--- config.mk ---
export PLATFORM = sky130hd
export DESIGN_NAME = cpwm_period_gen
export DESIGN_NICKNAME = d
export VERILOG_FILES = /design/src/rtl/cpwm_pkg.sv /design/src/rtl/cpwm_lim_bank.sv /design/src/rtl/cpwm_tri_cnt.sv /design/src/rtl/cpwm_period_gen.sv
export SDC_FILE = /design/constraint.sdc
export NUM_CORES = 1
export LEC_CHECK = 0
export BUFFER_PORTS_ARGS = -buffer_cell sky130_fd_sc_hd__buf_2
export CAP_MARGIN = 5
export CORE_MARGIN = 3
export CORE_UTILIZATION = 52
export DETAILED_ROUTE_END_ITERATION = 10
export GPL_ROUTABILITY_DRIVEN = 0
export MAX_ROUTING_LAYER = met4
export PLACE_DENSITY = 0.87
export SLEW_MARGIN = 20
export SYNTH_ARGS = -nofsm -noshare
export SYNTH_HDL_FRONTEND = slang
export SYNTH_SLANG_ARGS = --single-unit
--- constraint.sdc ---
create_clock -name clk_i -period 4.3 [get_ports clk_i]
set_input_delay 0.86 -clock clk_i [delete_from_list [all_inputs] [get_ports clk_i]]
set_output_delay 0.86 -clock clk_i [all_outputs]
set_load 0.02 [all_outputs]
--- src/rtl/cpwm_pkg.sv ---
package cpwm_pkg;
  typedef enum logic [1:0] {
    XFER_OFF    = 2'b00,
    XFER_CREST  = 2'b01,
    XFER_TROUGH = 2'b10,
    XFER_BOTH   = 2'b11
  } xfer_mode_e;
endpackage

--- src/rtl/cpwm_lim_bank.sv ---
module cpwm_lim_bank #(
  parameter int W = 16
) (
  input  logic         clk_i,
  input  logic         rst_ni,
  input  logic         run_i,
  input  logic         xfer_i,
  input  logic [W-1:0] dead_i,
  input  logic         lead_we_i,
  input  logic [W-1:0] lead_wd_i,
  input  logic         lag_we_i,
  input  logic [W-1:0] lag_wd_i,
  output logic [W-1:0] lead_lim_o,
  output logic [W-1:0] lag_lim_o,
  output logic         cfg_err_o
);
  logic [W-1:0] lead_buf_q, lag_buf_q;
  logic [W-1:0] lead_nxt, lag_nxt;
  logic         load;

  // a write in the transfer clock wins over the held buffer
  assign lead_nxt = lead_we_i ? lead_wd_i : lead_buf_q;
  assign lag_nxt  = lag_we_i  ? lag_wd_i  : lag_buf_q;
  assign load     = !run_i || xfer_i;

  always_ff @(posedge clk_i or negedge rst_ni) begin
    if (!rst_ni) begin
      lead_buf_q <= '0;
      lag_buf_q  <= '0;
      lead_lim_o <= '0;
      lag_lim_o  <= '0;
    end else begin
      lead_buf_q <= lead_nxt;
      lag_buf_q  <= lag_nxt;
      if (load) begin
        lead_lim_o <= lead_nxt;
        lag_lim_o  <= lag_nxt;
      end
    end
  end

  logic [W-1:0] lag_plus_dead;
  assign lag_plus_dead = lag_lim_o + dead_i;
  assign cfg_err_o     = (lead_lim_o != lag_plus_dead) || (lag_lim_o == '0);


  lim_hold_chk: assert property (@(posedge clk_i) disable iff (!rst_ni)
    (run_i && !xfer_i) |=> ($stable(lead_lim_o) && $stable(lag_lim_o)));


  lim_pair_chk: assert property (@(posedge clk_i) disable iff (!rst_ni)
    (run_i && xfer_i && lead_we_i && lag_we_i) |=>
      ((lead_lim_o == $past(lead_wd_i)) && (lag_lim_o == $past(lag_wd_i))));
endmodule

--- src/rtl/cpwm_tri_cnt.sv ---
module cpwm_tri_cnt #(
  parameter int W = 16
) (
  input  logic         clk_i,
  input  logic         rst_ni,
  input  logic         run_i,
  input  logic [W-1:0] dead_i,
  input  logic [W-1:0] lead_lim_i,
  output logic [W-1:0] lead_o,
  output logic [W-1:0] lag_o,
  output logic         crest_o,
  output logic         trough_o
);
  localparam logic [W-1:0] ONE = W'(1);

  logic up_q;

  assign crest_o  = run_i && up_q  && (lead_o == lead_lim_i);
  assign trough_o = run_i && !up_q && (lag_o == '0);

  always_ff @(posedge clk_i or negedge rst_ni) begin
    if (!rst_ni) begin
      lead_o <= '0;
      lag_o  <= '0;
      up_q   <= 1'b1;
    end else if (!run_i) begin
      lead_o <= dead_i;
      lag_o  <= '0;
      up_q   <= 1'b1;
    end else if (crest_o) begin
      up_q   <= 1'b0;
      lead_o <= lead_o - ONE;
      lag_o  <= lag_o - ONE;
    end else if (trough_o || up_q) begin
      up_q   <= 1'b1;
      lead_o <= lead_o + ONE;
      lag_o  <= lag_o + ONE;
    end else begin
      lead_o <= lead_o - ONE;
      lag_o  <= lag_o - ONE;
    end
  end

  // marks that the counters were aligned by an idle clock
  logic aligned_q;
  always_ff @(posedge clk_i or negedge rst_ni) begin
    if (!rst_ni)     aligned_q <= 1'b0;
    else if (!run_i) aligned_q <= 1'b1;
  end


  idle_rest_chk: assert property (@(posedge clk_i) disable iff (!rst_ni)
    !run_i |=> ((lag_o == '0) && (lead_o == $past(dead_i)) && !crest_o && !trough_o));


  offset_chk: assert property (@(posedge clk_i) disable iff (!rst_ni)
    (aligned_q && $stable(dead_i)) |-> ((lead_o - lag_o) == dead_i));


  crest_turn_chk: assert property (@(posedge clk_i) disable iff (!rst_ni)
    crest_o |=> (lag_o == $past(lag_o) - ONE));


  trough_turn_chk: assert property (@(posedge clk_i) disable iff (!rst_ni)
    trough_o |=> (lag_o == ONE));
endmodule

--- src/rtl/cpwm_period_gen.sv ---
module cpwm_period_gen
  import cpwm_pkg::*;
#(
  parameter int W = 16
) (
  input  logic         clk_i,
  input  logic         rst_ni,
  input  logic         start_i,
  input  logic [1:0]   mode_i,
  input  logic [W-1:0] dead_i,
  input  logic         lead_we_i,
  input  logic [W-1:0] lead_wd_i,
  input  logic         lag_we_i,
  input  logic [W-1:0] lag_wd_i,
  output logic [W-1:0] lead_cnt_o,
  output logic [W-1:0] lag_cnt_o,
  output logic         crest_o,
  output logic         trough_o,
  output logic         xfer_o,
  output logic         cfg_err_o
);
  xfer_mode_e   mode;
  logic         at_crest, at_trough;
  logic [W-1:0] lead_lim, lag_lim;

  assign mode = xfer_mode_e'(mode_i);

  always_comb begin
    unique case (mode)
      XFER_CREST:  xfer_o = crest_o;
      XFER_TROUGH: xfer_o = trough_o;
      XFER_BOTH:   xfer_o = crest_o || trough_o;
      default:     xfer_o = 1'b0;
    endcase
  end

  assign at_crest  = crest_o;
  assign at_trough = trough_o;

  cpwm_lim_bank #(.W(W)) u_bank (
    .clk_i      (clk_i),
    .rst_ni     (rst_ni),
    .run_i      (start_i),
    .xfer_i     (xfer_o),
    .dead_i     (dead_i),
    .lead_we_i  (lead_we_i),
    .lead_wd_i  (lead_wd_i),
    .lag_we_i   (lag_we_i),
    .lag_wd_i   (lag_wd_i),
    .lead_lim_o (lead_lim),
    .lag_lim_o  (lag_lim),
    .cfg_err_o  (cfg_err_o)
  );

  cpwm_tri_cnt #(.W(W)) u_cnt (
    .clk_i      (clk_i),
    .rst_ni     (rst_ni),
    .run_i      (start_i),
    .dead_i     (dead_i),
    .lead_lim_i (lead_lim),
    .lead_o     (lead_cnt_o),
    .lag_o      (lag_cnt_o),
    .crest_o    (crest_o),
    .trough_o   (trough_o)
  );


  no_xfer_off_chk: assert property (@(posedge clk_i) disable iff (!rst_ni)
    (mode_i == 2'b00) |-> !xfer_o);


  xfer_on_edge_chk: assert property (@(posedge clk_i) disable iff (!rst_ni)
    xfer_o |-> ((at_crest && mode_i[0]) || (at_trough && mode_i[1])));


  strobe_excl_chk: assert property (@(posedge clk_i) disable iff (!rst_ni)
    !(at_crest && at_trough));
endmodule

* Word level (Yosys, flattened, before mapping)
Index checks and enable logic that the tools add are counted.
Cells by class: muxes and demuxes 12, reduce and logical (&&, ||, !) cells 12, equal/unequal tests 6, add/subtract/negate cells 5
Operator list (number):
- $mux W16 | 8
- $add A16 B1 Y16 const B | 2
- $logic_not A16 Y1 | 2
- $sub A16 B1 Y16 const B | 2
- $add A16 B16 Y16 | 1
- $eq A16 B16 Y1 | 1
- $ne A16 B16 Y1 | 1
- $eq A2 B2 Y1 const B | 2
- $logic_and A1 B1 Y1 | 4
- $logic_or A1 B1 Y1 | 4
- $mux W1 | 3
- $ne A3 B1 Y1 const B | 1
- $pmux W1 S3 | 1
- $eq A2 B1 Y1 const B | 1
- $logic_not A1 Y1 | 2
Word-level totals: input bits 55, logic and storage cells 42, register bits after elaboration 97, output and inout port bits 36

* Longest topological paths before layout
Gate-level depths: netlist of the first run.
depth in word-level cells 7, gate-level depth with buffers 10, mapped depth without buffers 9

* Modules after synthesis
Synthesis of the first run repeated with hierarchy kept, for this count alone.
Second synthesis, totals: cell total of the unflattened synthesis 609, area, all modules 6253.5 µm²
Modules (own cells, without submodules):
- cpwm_lim_bank | seq. area each 1601.5 µm², area each 3419.5 µm², cells an instance 282, times used 1
- cpwm_tri_cnt | seq. area each 827.0 µm², area each 2825.2 µm², cells an instance 326, times used 1
- cpwm_period_gen | seq. area each 0.0 µm², area each 8.8 µm², cells an instance 1, times used 1

* Least setup slack after synthesis of the first run
Ideal clock, no wire load.
path kind input port to output port, start input port dead_i[0], end output port cfg_err_o, arrival 3647 ps, buffers on the path 0, path slack -207 ps, stages 9, data required time 3440 ps, path through ha_1 fa_1 a211oi_1 xnor2_1 and2_1 mux2i_1 or4_1 or4_1 or4_1
On the way: cells in the longest elaborated chain, start to end 3
Ends and longest elaborated chain:
- start, declared | RTL line cpwm_period_gen.sv:10 | input logic [W-1:0] dead_i,
- $add A16 B16 Y16 | RTL line cpwm_lim_bank.sv:43 | assign lag_plus_dead = lag_lim_o + dead_i;
- $ne A16 B16 Y1 | RTL line cpwm_lim_bank.sv:44 | assign cfg_err_o = (lead_lim_o != lag_plus_dead) || (lag_lim_o == '0);
- $logic_or A1 B1 Y1 | RTL line cpwm_lim_bank.sv:44
- end, declared | RTL line cpwm_period_gen.sv:20 | output logic cfg_err_o
No other way between the ends.

* Worst setup path after layout of the first run
Ends and elaborated chain as after synthesis.

==> flow_summary.yaml, run 1 <==
outcome:
  status: "finished, violations left"
  failed_checks: "negative setup slack"
pwr:
  switchingPower_uw: 907.3
  clkPwrFrac_pct: 28.0
  power_density_nw_per_um2: 391.8
  power.leakage_uw: 0.003193
  peakVddDrop_v: 0.0003187
  pwr-share-seq_pct: 40.8
  p_sw_share_pct: 32.60
  power.internal_uw: 1875
  combPwrFrac_pct: 31.2
drt:
  wl_per_cell_um: 18.56
  drtAntennaViolNets: 0
  routed_wl_um: 15090
  drt-initial-drc-count: 479
  route.detailed.drc: 0
  dr.pass1.iters: 5
  vias_per_cell: 6.118
  via_count: 4974
timing:
  finalSetupViolations: 1
  finalCritPeriodShare_pct: 104.7
  finClkSkew_ns: 0.004730
  tightest_slew_ns: 0.9286
  slew_viol_final: 0
  maxSlewHeadroom_pct: 38.09
  final_hold_viol_count: 0
  fmax_mhz: 222.1
  rsz0062_at_grt: "yes"
  fin_ws_ns: -0.2029
  period_minus_slack_ns: 4.503
clocking:
  cts.sinks: 97
  clock_latency_ns: 0.35
  clock_path_buffers: 2
  htreeDepth: 3
  cts_hold_buffers: 0
  cts_root_buf: "clkbuf_16"
  cts_tree: "built"
  path_clk_slew_ns: 0.06
  cts_inserted_buffers: 9
setup_path:
  ff2ff_setup_slack_ns: 1.22
  r2r-end: "u_cnt.lag_o[4]"
  worstSetupEndpointType: "output pin"
  critPathRequiredTime_ns: 3.44
  slowest_delay_ns: 0.53
  path_cells: "buf_8 -> ha_4 -> fa_2 -> a211oi_2 -> xnor2_1 -> and2_1 -> mux2i_1 -> or4_1 -> or4_1 -> or4_4 -> buf_6"
  arrival_ns: 3.64
  crit_type: "input port to output pin"
  start_kind: "input port"
  slowest_stage: "or4_4"
  worstPathMaxFanout: 3
  r2r-start: "u_cnt.lag_o[0]"
  reg2reg_depth: 10
  cp_common_cell: "or4_1"
finish:
  fin_util_pct: 64.95
  stdcell_count: 813
  layout.nets: 747
  syn_to_final_growth_pct: 20.71
  drive_gt1_share_pct: 35.51
  num_antenna_cells: 0
global_routing:
  grt_pass1_vias: 5214
  grt_max_degree: 83
  overflow: 0
  grt_use_total_pct: 25.61
  antenna_found_initial: 0
  grt_pass1_wl_um: 25150
min_path:
  min_from: "u_bank.lead_buf_q[8]"
  hold_path.class: "register to register"
  hold_depth: 1
  min_to: "u_bank.lead_buf_q[8]"
yosys:
  seq_area_frac_synth_pct: 41.27
  yosysWarnings: 0
  yosysUniqueCellTypes: 55
  postSynthNetCount: 630
  syn_inst: 554
  synth_edf_count: 0
  synth_top_cell_by_area: "dfrtp_1"
  synth_async_sr_flop_share_pct: 100.0
  synth_most_common_cell: "dfrtp_1"
  syn-cell-area_um2: 5884
  avgSynthCellArea_um2: 10.62
  synth-seq-cells: 97
  netlist_top_cells_area: "dfrtp_1 (41%), mux2_2 (15%), xnor2_1 (6.0%), ha_1 (4.3%), xor2_1 (3.7%)"
  synth_top_area_share_pct: 40.83
  synth_flop_cell: "dfrtp_1"
  synth.top_cells.by_count: "dfrtp_1 (96), mux2_2 (76), xnor2_1 (40), nor2_1 (27)"
placement:
  place_inst: 798
  portBuffers: 90
  dpl.hpwl_um: 11390
floorplan:
  die_w_um: 112.4
  row_count: 38
  die_h_um: 112.4
  io_pins: 91
  start_util_pct: 53.81
  die_area_um2: 12630
  core-area_um2: 10940
flow_run:
  maxCapViolations: 0
## critical path: cells and delay by family
| family | cells | cell delay [ns] |
|---|---|---|
| buffers and inverters | 2 | 0.25 |
| and+or+nand+nor | 4 | 1.60 |
| adders and majority gates | 2 | 0.52 |
| AOI/OAI and AO/OA | 1 | 0.21 |
| muxes | 1 | 0.06 |
| xor gates and xnor gates | 1 | 0.13 |
## layout make-up
cell class / instances / area [um^2]
inverters: 12 / 45.04
well taps: 140 / 175.2
flip-flops and latches: 97 / 2429
fillers: 831 / 3832
multi-input cells: 420 / 3393
clock inverters: 4 / 55.05
clock buffers: 9 / 225.2
repair buffers: 131 / 780.7
## logic make-up (layout without fill, tap and decap cells)
| group | count (synthesis) | after routing | synth area share, % |
|---|---|---|---|
| simple gates | 171 | 171 | 15.91 |
| flops | 97 | 97 | 41.27 |
| mux | 92 | 92 | 17.35 |
| compound gates | 71 | 71 | 8.718 |
| xor+xnor | 65 | 65 | 9.675 |
| buf+inv | 37 | 156 | 2.488 |
| fa+ha+maj | 21 | 21 | 4.593 |
## worst max path at each step
stage / start / to / slack, ns / cells after the start
2_1_floorplan: dead_i[0] / cfg_err_o / 0.06 / 9
3_3_place_gp: dead_i[0] / cfg_err_o / -0.28 / 11
3_5_place_dp: dead_i[6] / cfg_err_o / -0.37 / 10
4_1_cts: dead_i[0] / cfg_err_o / -0.23 / 11
5_1_grt: dead_i[0] / cfg_err_o / -0.28 / 12
6_report: dead_i[0] / cfg_err_o / -0.20 / 11
## flip-flops by register name, indices dropped and copies added, names as in the netlist
register,cells
u_bank.lead_buf_q,16
u_cnt.lag_o,16
u_cnt.lead_o,16
u_bank.lead_lim_o,16
u_cnt.up_q,1
u_bank.lag_lim_o,16
u_bank.lag_buf_q,16
## metrics by stage
| stage | setup TNS [ns] | power [uW] | hold slack, ns | cell area, um^2 | worst slack [ns] |
|---|---|---|---|---|---|
| after floorplan | 0 | 1657 | 0.4681 | 5908 | 0.06186 |
| after global placement | -0.2795 | 1918 | 0.4807 | 6731 | -0.2795 |
| after detailed placement | -0.3725 | 1962 | 0.4854 | 6731 | -0.3725 |
| after CTS | -0.2293 | 2770 | 0.5005 | 7053 | -0.2293 |
| after global routing | -0.2817 | 2932 | 0.5083 | 7103 | -0.2817 |
| final | -0.2029 | 2783 | 0.4986 | 7103 | -0.2029 |
## metal layers
metal | vias to the layer above | wire length, um | track usage [%]
met5 | - | 0 | -
met4 | 0 | 578 | 10.98
met3 | 68 | 1096 | 5.337
met2 | 247 | 7576 | 42.83
met1 | 2390 | 5838 | 29.99
li1 | 2269 | - | -
## cells in the final DEF, fill, tap and decap left out, types with 3 or more instances in the layout
cell type  instances
a21oi_2            4
and2_1            12
mux2i_1           15
inv_1             12
o31ai_1            4
dfrtp_1           96
mux2_2            76
buf_2             87
nor2b_1            6
a31oi_1            3
a21oi_1            9
xor2_1            25
xnor2_1           39
nand4_1           11
or3_1              7
o211ai_1           3
nor3_1            10
clkbuf_16          9
buf_4             41
and4_1             3
o311ai_0           4
nor2_1            27
nand2b_1           7
o32ai_1            6
nand3_1           18
nor4_1            18
and3_1            14
or4_1              3
o2111ai_1          5
ha_1              19
nand2_1           25
o21ai_0           10
## power groups by stage
stage	Sequential, uW	Combinational, uW	Clock (uW)
6_report	1140	868	780
5_1_grt	1150	945	841
4_1_cts	1130	833	805
3_5_place_dp	1150	812	0
3_3_place_gp	1140	776	0
2_1_floorplan	1120	532	0
## timing repair
action	4_1_cts	5_1_grt
endpoints found under the setup margin	1	1
setup buffers	2	0
gates cloned	0	0
pin swaps	7	5
resized for setup	8	10
No activity file was read; power rests on OpenSTA's default activity.
==> inputs of run 2 (changes only) <==
--- a/config.mk
+++ b/config.mk
@@ -8,11 +8,12 @@
 export BUFFER_PORTS_ARGS = -buffer_cell sky130_fd_sc_hd__buf_2
 export CAP_MARGIN = 5
 export CORE_MARGIN = 3
-export CORE_UTILIZATION = 52
+export CORE_UTILIZATION = 58
 export DETAILED_ROUTE_END_ITERATION = 10
 export GPL_ROUTABILITY_DRIVEN = 0
 export MAX_ROUTING_LAYER = met4
-export PLACE_DENSITY = 0.87
+export PLACE_DENSITY = 0.91
+export SETUP_SLACK_MARGIN = 0.1
 export SLEW_MARGIN = 20
 export SYNTH_ARGS = -nofsm -noshare
 export SYNTH_HDL_FRONTEND = slang
==> constraint.sdc (replaced) <==
create_clock -name clk_i -period 4.8 [get_ports clk_i]
set_input_delay 0.96 -clock clk_i [delete_from_list [all_inputs] [get_ports clk_i]]
set_output_delay 0.96 -clock clk_i [all_outputs]
set_load 0.02 [all_outputs]
==> flow_summary.yaml, run 2 (same netlist as run 1, synthesis figures left out) <==
timing:
  final_hold_viol_count: 0
  period_minus_slack_ns: 4.892
  maxSlewHeadroom_pct: 39.45
  finalSetupViolations: 1
  fin_ws_ns: -0.09157
  rsz0062_at_grt: "yes"
  fmax_mhz: 204.4
  finalCritPeriodShare_pct: 101.9
  finClkSkew_ns: 0.01524
  tightest_slew_ns: 0.9082
  slew_viol_final: 0
floorplan:
  die_area_um2: 11390
  io_pins: 91
  start_util_pct: 59.93
  die_h_um: 106.7
  row_count: 36
  core-area_um2: 9819
  die_w_um: 106.7
min_path:
  min_to: "u_bank.lead_buf_q[4]"
  hold_depth: 1
  hold_path.class: "register to register"
  min_from: "u_bank.lead_buf_q[4]"
global_routing:
  grt_pass1_vias: 4931
  use_met2_pct: 45.68
  overflow: 0
  grt_max_degree: 70
  grt_use_total_pct: 27.73
  antenna_found_initial: 0
  grt_use_met3_pct: 4.214
  top_usage_layer: "met2"
  grt_util_met1_pct: 33.10
  grt_pass1_wl_um: 24250
setup_path:
  critical-path-top-delay-family: "simple AND/OR/NAND/NOR gates"
  path_buf_inv: 2
  slowest_stage: "or4_4"
  reg2reg_depth: 8
  r2r-end: "u_cnt.lead_o[4]"
  critPathRequiredTime_ns: 3.84
  r2r-start: "u_cnt.lead_o[13]"
  start_kind: "input port"
  arrival_ns: 3.93
  worstSetupEndpointType: "output pin"
  cp_common_cell: "or4_1"
  crit_type: "input port to output pin"
  worstPathMaxFanout: 2
  ff2ff_setup_slack_ns: 1.76
  path_cells: "buf_8 -> ha_4 -> fa_2 -> a211oi_4 -> xnor2_1 -> and2_1 -> mux2i_1 -> or4_1 -> or4_1 -> or4_4 -> buf_6"
  slowest_delay_ns: 0.55
clocking:
  cts_root_buf: "clkbuf_8"
  cts_hold_buffers: 0
  path_clk_slew_ns: 0.08
  clock_latency_ns: 0.38
  clock_path_buffers: 2
  cts_inserted_buffers: 9
  htreeDepth: 3
  cts_tree: "built"
  cts.sinks: 97
flow_run:
  maxCapViolations: 0
drt:
  drt-initial-drc-count: 338
  wl_per_cell_um: 19.47
  via_count: 4936
  route.detailed.drc: 0
  routed_wl_um: 15180
  vias_per_cell: 6.328
  dr.pass1.iters: 5
  drtAntennaViolNets: 0
outcome:
  failed_checks: "negative setup slack"
  status: "finished, violations left"
finish:
  n_fill_cell: 717
  layout_common_cells: "dfrtp_1 (96), buf_2 (87), mux2_2 (76)"
  seqCellArea_um2: 2429
  num_antenna_cells: 0
  layout.nets: 719
  final_common_cell: "dfrtp_1"
  stdcell_count: 780
  drive_gt1_share_pct: 32.15
  syn_to_final_growth_pct: 14.54
  multi_input_area_um2: 3361
pwr:
  peakVddDrop_v: 0.0001878
  power.leakage_uw: 0.003001
  power_density_nw_per_um2: 330.2
  power.total_uw: 2225
placement:
  place_inst: 764
  dpl_worst_slack_ns: -0.3051
  dpl.hpwl_um: 11330
  portBuffers: 90
run 2: worst max-delay path by stage:
stage	from	endpoint	slack, ns	cells past startpoint
3_5_place_dp	dead_i[0]	cfg_err_o	-0.31	11
6_report	dead_i[0]	cfg_err_o	-0.09	11
5_1_grt	dead_i[0]	cfg_err_o	-0.16	11
3_3_place_gp	dead_i[0]	cfg_err_o	-0.16	11
2_1_floorplan	dead_i[0]	cfg_err_o	0.15	9
4_1_cts	dead_i[0]	cfg_err_o	-0.009	12
run 2: area by class of cell:
type | count | area share, %
sequential | 97 | 36.03
timing repair buffer | 103 | 8.465
clock buffer | 10 | 1.893
inverter | 12 | 0.6683
tap | 133 | 2.469
multi-input combinational | 420 | 49.86
clock inverter | 5 | 0.6126
run 2: what timing repair did:
| item | in CTS | in global routing |
|---|---|---|
| pin swaps | 11 | 4 |
| setup buffers | 1 | 0 |
| resized for setup | 12 | 3 |
| endpoints found under the setup margin | 1 | 1 |
run 2: routing by layer:
layer | part of all wire [%] | vias up
met3 | 7.1 | 74
met1 | 39 | 2380
met4 | 4.9 | 0
li1 | - | 2216
met5 | 0 | -
met2 | 49 | 266
run 2: stage by stage:
step | hold slack [ns] | utilization [%] | instance area [um^2] | setup TNS (ns)
after global routing | 0.5189 | 68.64 | 6740 | -0.1563
after CTS | 0.5068 | 68.49 | 6725 | -0.008664
after detailed placement | 0.4830 | 66.20 | 6500 | -0.3051
final | 0.5016 | 68.64 | 6740 | -0.09157
after floorplan | 0.4681 | - | 5888 | 0
after global placement | 0.4810 | 66.20 | 6500 | -0.1616
run 2: power by group:
group          switching (uW)  total, uW  internal (uW)
clock                     297        488            191
sequential                114       1020            904
combinational             393        719            327
total                     803       2230           1420
==> inputs of run 3 (changes only) <==
--- a/config.mk
+++ b/config.mk
@@ -5,14 +5,14 @@
 export SDC_FILE = /design/constraint.sdc
 export NUM_CORES = 1
 export LEC_CHECK = 0
-export BUFFER_PORTS_ARGS = -buffer_cell sky130_fd_sc_hd__buf_2
 export CAP_MARGIN = 5
 export CORE_MARGIN = 3
-export CORE_UTILIZATION = 58
+export CORE_UTILIZATION = 64
 export DETAILED_ROUTE_END_ITERATION = 10
+export DONT_BUFFER_PORTS = 1
 export GPL_ROUTABILITY_DRIVEN = 0
 export MAX_ROUTING_LAYER = met4
-export PLACE_DENSITY = 0.91
+export PLACE_DENSITY = 0.9
 export SETUP_SLACK_MARGIN = 0.1
 export SLEW_MARGIN = 20
 export SYNTH_ARGS = -nofsm -noshare
==> flow_summary.yaml, run 3 (same netlist as run 1, synthesis figures left out) <==
timing:
  finalCritPeriodShare_pct: 95.69
  period_minus_slack_ns: 4.593
  slew_viol_final: 0
  fmax_mhz: 217.7
  final_hold_viol_count: 0
  setup-tns-final_ns: 0
  finClkSkew_ns: 0.01346
  rsz0062_at_grt: "no"
  tightest_slew_ns: 0.8956
  finalSetupViolations: 0
  maxSlewHeadroom_pct: 39.84
global_routing:
  antenna_found_initial: 0
  grt_pass1_vias: 4311
  grt_max_degree: 98
  grt_pass1_wl_um: 22280
  grt_use_total_pct: 28.58
  overflow: 0
clocking:
  cts_root_buf: "clkbuf_8"
  htreeDepth: 3
  cts_hold_buffers: 0
  clock_path_buffers: 2
  clock_latency_ns: 0.37
  cts_inserted_buffers: 9
  cts_tree: "built"
  path_clk_slew_ns: 0.10
  cts.sinks: 97
drt:
  vias_per_cell: 6.805
  route.detailed.drc: 0
  routed_wl_um: 14100
  wl_per_cell_um: 21.46
  drtAntennaViolNets: 0
  drt-initial-drc-count: 380
  dr.pass1.iters: 5
  via_count: 4471
setup_path:
  start_kind: "input port"
  path_buf_inv: 1
  slowest_stage: "or4_4"
  worstSetupEndpointType: "output pin"
  crit_type: "input port to output pin"
  path_cells: "ha_4 -> fa_2 -> buf_4 -> a21oi_1 -> o2111ai_1 -> o31ai_1 -> nand4_1 -> or4_1 -> or4_4"
  critical-path-top-delay-family: "simple AND/OR/NAND/NOR gates"
  slowest_delay_ns: 0.60
  worstPathMaxFanout: 4
  critPathRequiredTime_ns: 3.84
  arrival_ns: 3.63
floorplan:
  die_w_um: 101.9
  die_h_um: 101.9
  die_area_um2: 10380
  io_pins: 91
  row_count: 34
  start_util_pct: 66.82
  core-area_um2: 8806
finish:
  final_common_cell: "dfrtp_1"
  layout.nets: 620
  drive_gt1_share_pct: 20.04
  syn_to_final_growth_pct: 5.550
  fin_util_pct: 70.53
  num_antenna_cells: 0
  n_fill_cell: 584
  layout_common_cells: "dfrtp_1 (96), mux2_2 (76), xnor2_1 (40)"
pwr:
  power.leakage_uw: 0.002583
  power_density_nw_per_um2: 358.4
  peakVddDrop_v: 0.0002073
flow_run:
  maxCapViolations: 0
min_path:
  hold_path.class: "input port to async pin"
outcome:
  status: "finished clean"
placement:
  portBuffers: 0
  dpl.hpwl_um: 10450
==> run 3: changes by cell type in the layout (fill, tap and decap cells not counted), sizes merged <==
cell      delta
clkinvlp     +1
clkinv       -1
bufinv       +2
clkbuf       -1
buf         -99
==> run 3: power by group <==
part	internal [uW]	switching, uW
registers	903	149
logic	280	297
clock network	298	299
==> run 3: metrics by stage <==
stage / setup WS, ns / hold WS, ns / std cells / area [um^2] / power (uW)
6_report: 0.2068 / 0.2632 / 657 / 6211 / 2226
3_5_place_dp: 0.01223 / 0.4857 / 641 / 5956 / 1610
2_1_floorplan: 0.1467 / 0.4681 / 554 / 5888 / 1480
3_3_place_gp: 0.09232 / 0.4763 / 641 / 5956 / 1576
5_1_grt: 0.1034 / 0.2413 / 657 / 6211 / 2334
4_1_cts: 0.1205 / 0.2560 / 657 / 6188 / 2209
==> run 3: area by class of cell <==
class / count / area, um^2 / area share (%)
well taps: 108 / 135.1 / 2.176
clock inverters: 7 / 101.3 / 1.632
flip-flops and latches: 97 / 2429 / 39.10
clock buffers: 9 / 123.9 / 1.994
inverters: 12 / 45.04 / 0.7252
repair buffers: 4 / 30.03 / 0.4835
multi-input cells: 420 / 3347 / 53.89
==> run 3: metal layers <==
metal	track usage, %	routed length, um
met1	35.80	5612
met2	44.62	6703
met3	7.645	1295
met4	10.90	489
met5	-	0
==> run 3: what timing repair did <==
item	CTS	global route
buffers inserted	0	0
pin swaps	0	6
setup endpoints to repair	1	1
gates resized for setup	2	5
==> run 3: path summary, 6_finish.rpt <==
check	to	depth (start not counted)	slack (ns)	startpoint
min in group clk_i	u_bank.lag_buf_q[1]	1	0.51	u_bank.lag_buf_q[1]
worst min-delay path	u_cnt.lag_o[13]	0	0.26	rst_ni
max in group asynchronous	u_bank.lag_buf_q[7]	0	4.34	rst_ni
worst max-delay path	cfg_err_o	9	0.21	dead_i[0]
worst max register to register	u_bank.lead_lim_o[3]	8	1.62	u_cnt.lead_o[8]
worst min register to register	u_bank.lag_buf_q[1]	1	0.51	u_bank.lag_buf_q[1]
